==> src/rtl/dpar_pkg.sv <==
package dpar_pkg;
  localparam int MAX_W = 64;

  typedef enum logic {WIDTH_FULL = 1'b0, WIDTH_NARROW = 1'b1} width_sel_e;

  // Combined parity of the selected bits and the late parity bit; 1 means odd (error).
  function automatic logic combined_parity(input logic [MAX_W-1:0] word,
                                           input logic [MAX_W-1:0] mask,
                                           input logic par);
    return (^(word & mask)) ^ par;
  endfunction
endpackage

==> src/rtl/dp_compare.sv <==
module dp_compare
  import dpar_pkg::*;
#(
  parameter int DATA_W   = 25,
  parameter int NARROW_W = 14
) (
  input  logic              clk,
  input  logic              rst_n,
  input  logic [DATA_W-1:0] word_i,
  input  logic              pend_i,
  input  logic              par_i,
  input  width_sel_e        wsel_i,
  output logic              ppo_o,
  output logic              err_o
);
  localparam int PAD_W = MAX_W - DATA_W;
  localparam logic [DATA_W-1:0] NARROW_MASK = {{(DATA_W-NARROW_W){1'b0}}, {NARROW_W{1'b1}}};
  localparam logic [DATA_W-1:0] FULL_MASK   = {DATA_W{1'b1}};

  logic [DATA_W-1:0] mask;
  logic              odd;

  assign mask  = (wsel_i == WIDTH_NARROW) ? NARROW_MASK : FULL_MASK;
  assign odd   = combined_parity({{PAD_W{1'b0}}, word_i}, {{PAD_W{1'b0}}, mask}, par_i);
  assign err_o = pend_i & odd;

  always_ff @(posedge clk or negedge rst_n) begin
    if (!rst_n)      ppo_o <= 1'b0;
    else if (pend_i) ppo_o <= odd;
  end
endmodule

==> config.mk <==
export PLATFORM = sky130hd
export DESIGN_NAME = dp_compare
export DESIGN_NICKNAME = d
export VERILOG_FILES = /design/src/rtl/dpar_pkg.sv /design/src/rtl/dp_compare.sv
export SDC_FILE = /design/constraint.sdc
export NUM_CORES = 1
export LEC_CHECK = 0
export ABC_CLOCK_PERIOD_IN_PS = 6000
export BUFFER_PORTS_ARGS = -buffer_cell sky130_fd_sc_hd__buf_2
export CAP_MARGIN = 30
export CORE_AREA = 2 2 39 41
export DETAILED_ROUTE_END_ITERATION = 10
export DIE_AREA = 0 0 41 43
export GPL_TIMING_DRIVEN = 0
export PLACE_DENSITY = 0.59
export SLEW_MARGIN = 20
export SYNTH_ARGS = -nofsm -noshare
export SYNTH_HDL_FRONTEND = slang
export SYNTH_SLANG_ARGS = --single-unit
export TNS_END_PERCENT = 100
==> constraint.sdc <==
create_clock -name clk -period 6 [get_ports clk]
set_input_delay 1.2 -clock clk [delete_from_list [all_inputs] [get_ports clk]]
set_output_delay 1.2 -clock clk [all_outputs]
set_load 0.01 [all_outputs]
# Word-level counts from Yosys, hierarchy flattened
# Index checks and enable logic that the tools add are counted.
# totals
output_inout_bits	2
ff_bits	1
# op_classes
n_bitwise	3
n_mux	1
n_reduce_logical	1
# ops
operator	count
XOR reduction 64 bit	1
bitwise AND 25 bit	1
2-to-1 mux 25 bit	1
bitwise AND 1 bit	1
bitwise XOR 1 bit	1

# Longest topological paths before layout
# logic_depth
depth_word	5
ltp_mapped	6
mapped_depth_nobuf	6

# Least setup slack after synthesis
# Ideal clock, no wire load.
# synth_timing
path_type	input port to output port
startpoint	input port word_i[0]
endpoint	output port err_o
arrival_time_ns	2.407
setup_slack_ns	2.393
path_stages	6
path_cell_list	xnor2_1 -> xnor2_1 -> xnor3_1 -> xnor2_1 -> xnor2_1 -> and2_2
# synth_between
elab_chain_len	4
# synth_rtl
element	line_no	rtl
start, declared	dp_compare.sv:9	input logic [DATA_W-1:0] word_i,
bitwise AND 25 bit	dpar_pkg.sv:10	return (^(word & mask)) ^ par;
XOR reduction 64 bit	dpar_pkg.sv:10	
bitwise XOR 1 bit	dpar_pkg.sv:10	
bitwise AND 1 bit	dp_compare.sv:25	assign err_o = pend_i & odd;
end, declared	dp_compare.sv:14	output logic err_o
# No other way between the ends.

# Worst setup path in the final report
# layout_timing
startpoint	input port word_i[9]
endpoint	output port err_o
# The elaborated chain is that of the path after synthesis.

==> metrics.md <==
| Metric | Value |
|---|---|
| Final WS setup | `approximately 2.1 ns` |
| Site Rows | `14` |
| Die height | `43 um` |
| Post-CTS setup buffers | `0` |
| Initial antenna violation count | `0` |
| Total wire length | `about 530 um` |
| Final core utilization | `33.2%` |
| Most frequent cell after synthesis | `xnor2_1` |
| Biggest register | `ppo_o` |
| CTS resizes | `0` |
| CP delay by family, top | `XOR/XNOR gates` |
| Comb pwr share | `86.8%` |
| Synth Flop Type | `dfrtp_1` |
| I/O Buffers | `31` |
| Nets | `91` |
| DP Cell Count | `75` |
| DRT Pass-1 Iters | `1` |
| Starting Density | `20.5%` |
| Worst skew pair latency | `0 ns` |
| Residual DRC count | `0` |
| Largest cells by area after synthesis | `xnor2_1 (56%), xnor3_1 (16%), xor2_1 (9.3%), dfrtp_1 (8.8%), mux2_4 (5.3%)` |
| Critical path class | `input port to output port` |
| Share of the synthesized area in the top cell type | `55.5%` |
| Number of synthesized flops with an enable pin | `0` |
| ANT cells | `0` |
| Die Area | `0.00176 sq mm` |
| Max-cap violations | `0` |
| Tmin final | `3.87 ns` |
| WP data arrival | `2.67 ns` |
| Switching power share of the total | `32.8%` |
| RSZ-0062 raised after global routing | `false` |
| Post-synthesis cell area | `roughly 280 sq um` |
| Crit path max fanout | `2` |
| Startpoint Class | `input port` |
| Sequential power share | `13.2%` |
| Asr flop ratio synth | `100%` |
| Pwr Density | `~200 mW/mm^2` |
| GRT overflow | `0` |
| Fill count | `around 160` |
| Internal power | `61.3 uW` |
| Slew Limit Fails | `0` |
| Vias per cell | `3.77` |
| Post-synth top cells | `xnor2_1 (18), xor2_1 (3), nor2_1 (2), xnor3_1 (2)` |
| Count of buffer and inverter cells on the critical path | `2` |
| RD Place Congestion | `between 0.5 and 0.6` |
| Part of the power in the clock network | `0%` |
| I/O pin cnt | `32` |
| Largest register FFs | `1` |
| Flops & latches, synth | `1` |
| Worst path slowest cell | `xnor3_1` |
| Core ar. | `0.00138 sq mm` |
| Vias in the first global route | `224` |
| DRT iter0 DRCs | `0` |
| Area occupied by registers | `between 20 and 30 sq um` |
| Setup tns final | `0 ns` |
| Layout Area Growth over Synthesis | `61.7%` |
| Max incr delay on CP | `approximately 0.42 ns` |
| CTS Hold Buffers Added | `0` |
| Net Count, Synth | `a little under 60` |
| Share of layout cells above drive strength 1 | `55.9%` |
| Mean Syn Cell Area | `approximately 10 sq um` |
| Chip Width | `41 um` |
| Hold Fails Final Rpt | `0` |
| Yosys warning total | `0` |
| Slew margin rel. | `86.3%` |
| CP Capture Type | `output port` |
| Fmax | `259 MHz` |
| Fin crit share | `approximately 64%` |
| Area of the multi-input gates | `259 sq um` |
| First-pass GRT wire length | `655 um` |
| Worst EP required | `4.80 ns` |
| Crit path cell chain | `buf_2, xnor2_1, xnor2_1, xnor3_1, xnor2_1, xnor2_1, and2_2, buf_2` |
| Max VDD drop | `about 0.000064 V` |
| Pin count of the biggest net entering global routing | `3` |
| Outcome | `completed` |
| Post-Layout Cell Count | `75` |
| # setup viols final | `0` |
| Most common cell on crit path | `xnor2_1` |
| Actual slew at the worst max-slew pin | `0.204 ns` |
| Biggest area consumer among synthesized cells | `xnor2_1` |
| CTS clk-pin slew, worst paths | `0 ns` |
| Leak pwr | `0.000231 uW` |
| Cell variety after synth | `7` |
| Biggest regs | `ppo_o: 1 flops` |
| Post-Syn Instances | `28` |
| Wire per inst | `7.01 um` |
| DP HPWL | `506 um` |
| Total track usage | `4.80%` |
| Net switching power | `30.0 uW` |
| Antenna Nets Post-Route | `0` |
| Post-placement setup slack | `2.12 ns` |
| Worst hold path class | `register to register` |
| Vias | `283` |
| Clock skew | `0 ns` |
| Register area share after synthesis | `8.81%` |
| WHS | `0.492 ns` |
[through the flow]
step           cell area (sq um)  total power (uW)
2_1_floorplan                284              70.9
3_3_place_gp                 459              91.6
3_5_place_dp                 459              92.6
4_1_cts                      459              93.1
5_1_grt                      459              99.2
6_report                     459              91.3
[worst paths after layout]
path | start | endpoint | slack (ns) | depth (start not counted)
max | word_i[9] | err_o | 2.13 | 8
min in group asynchronous | rst_n | ppo_o | 0.98 | 1
min reg2reg | ppo_o | ppo_o | 0.49 | 1
min | ppo_o | ppo_o | 0.49 | 1
max reg2reg | ppo_o | ppo_o | 5.26 | 1
max in group asynchronous | rst_n | ppo_o | 4.94 | 1
[layout make-up]
class / instances / area share [%]
Timing Repair Buffer: 31 / 33.8
Sequential cell: 1 / 5.45
Multi-Input combinational cell: 27 / 56.4
Tap cell: 16 / 4.36
[metal layers]
metal	wire, um	vias up	global-route usage (%)
li1	-	149	-
met2	254	20	10.9
met3	77	0	0
met1	194	114	4.14
met4	0	0	0
met5	0	-	0
[power by group through the flow]
stage / Sequential, uW / Combinational, uW / Clock (uW)
after floorplan: 14.0 / 56.9 / 0
after global placement: 12.2 / 79.4 / 0
after detailed placement: 11.9 / 80.7 / 0
after CTS: 12.0 / 81.0 / 0
after global routing: 12.8 / 86.4 / 0
final: 12.0 / 79.3 / 0
[layout by cell type, fill, tap and decap left out]
| cell | count |
|---|---|
| buf_2 | 31 |
| xnor2_1 | 18 |
| xor2_1 | 3 |
| xnor3_1 | 2 |
| nor2_1 | 2 |
| and2_2 | 1 |
| mux2_4 | 1 |
| dfrtp_1 | 1 |
[cells by family after synthesis]
group | after synthesis | share of synthesized area, %
mux | 1 | 5.28
flops | 1 | 8.81
xor+xnor | 23 | 80.6
simple gates | 3 | 5.29
Power figures use the tool's default switching activity.
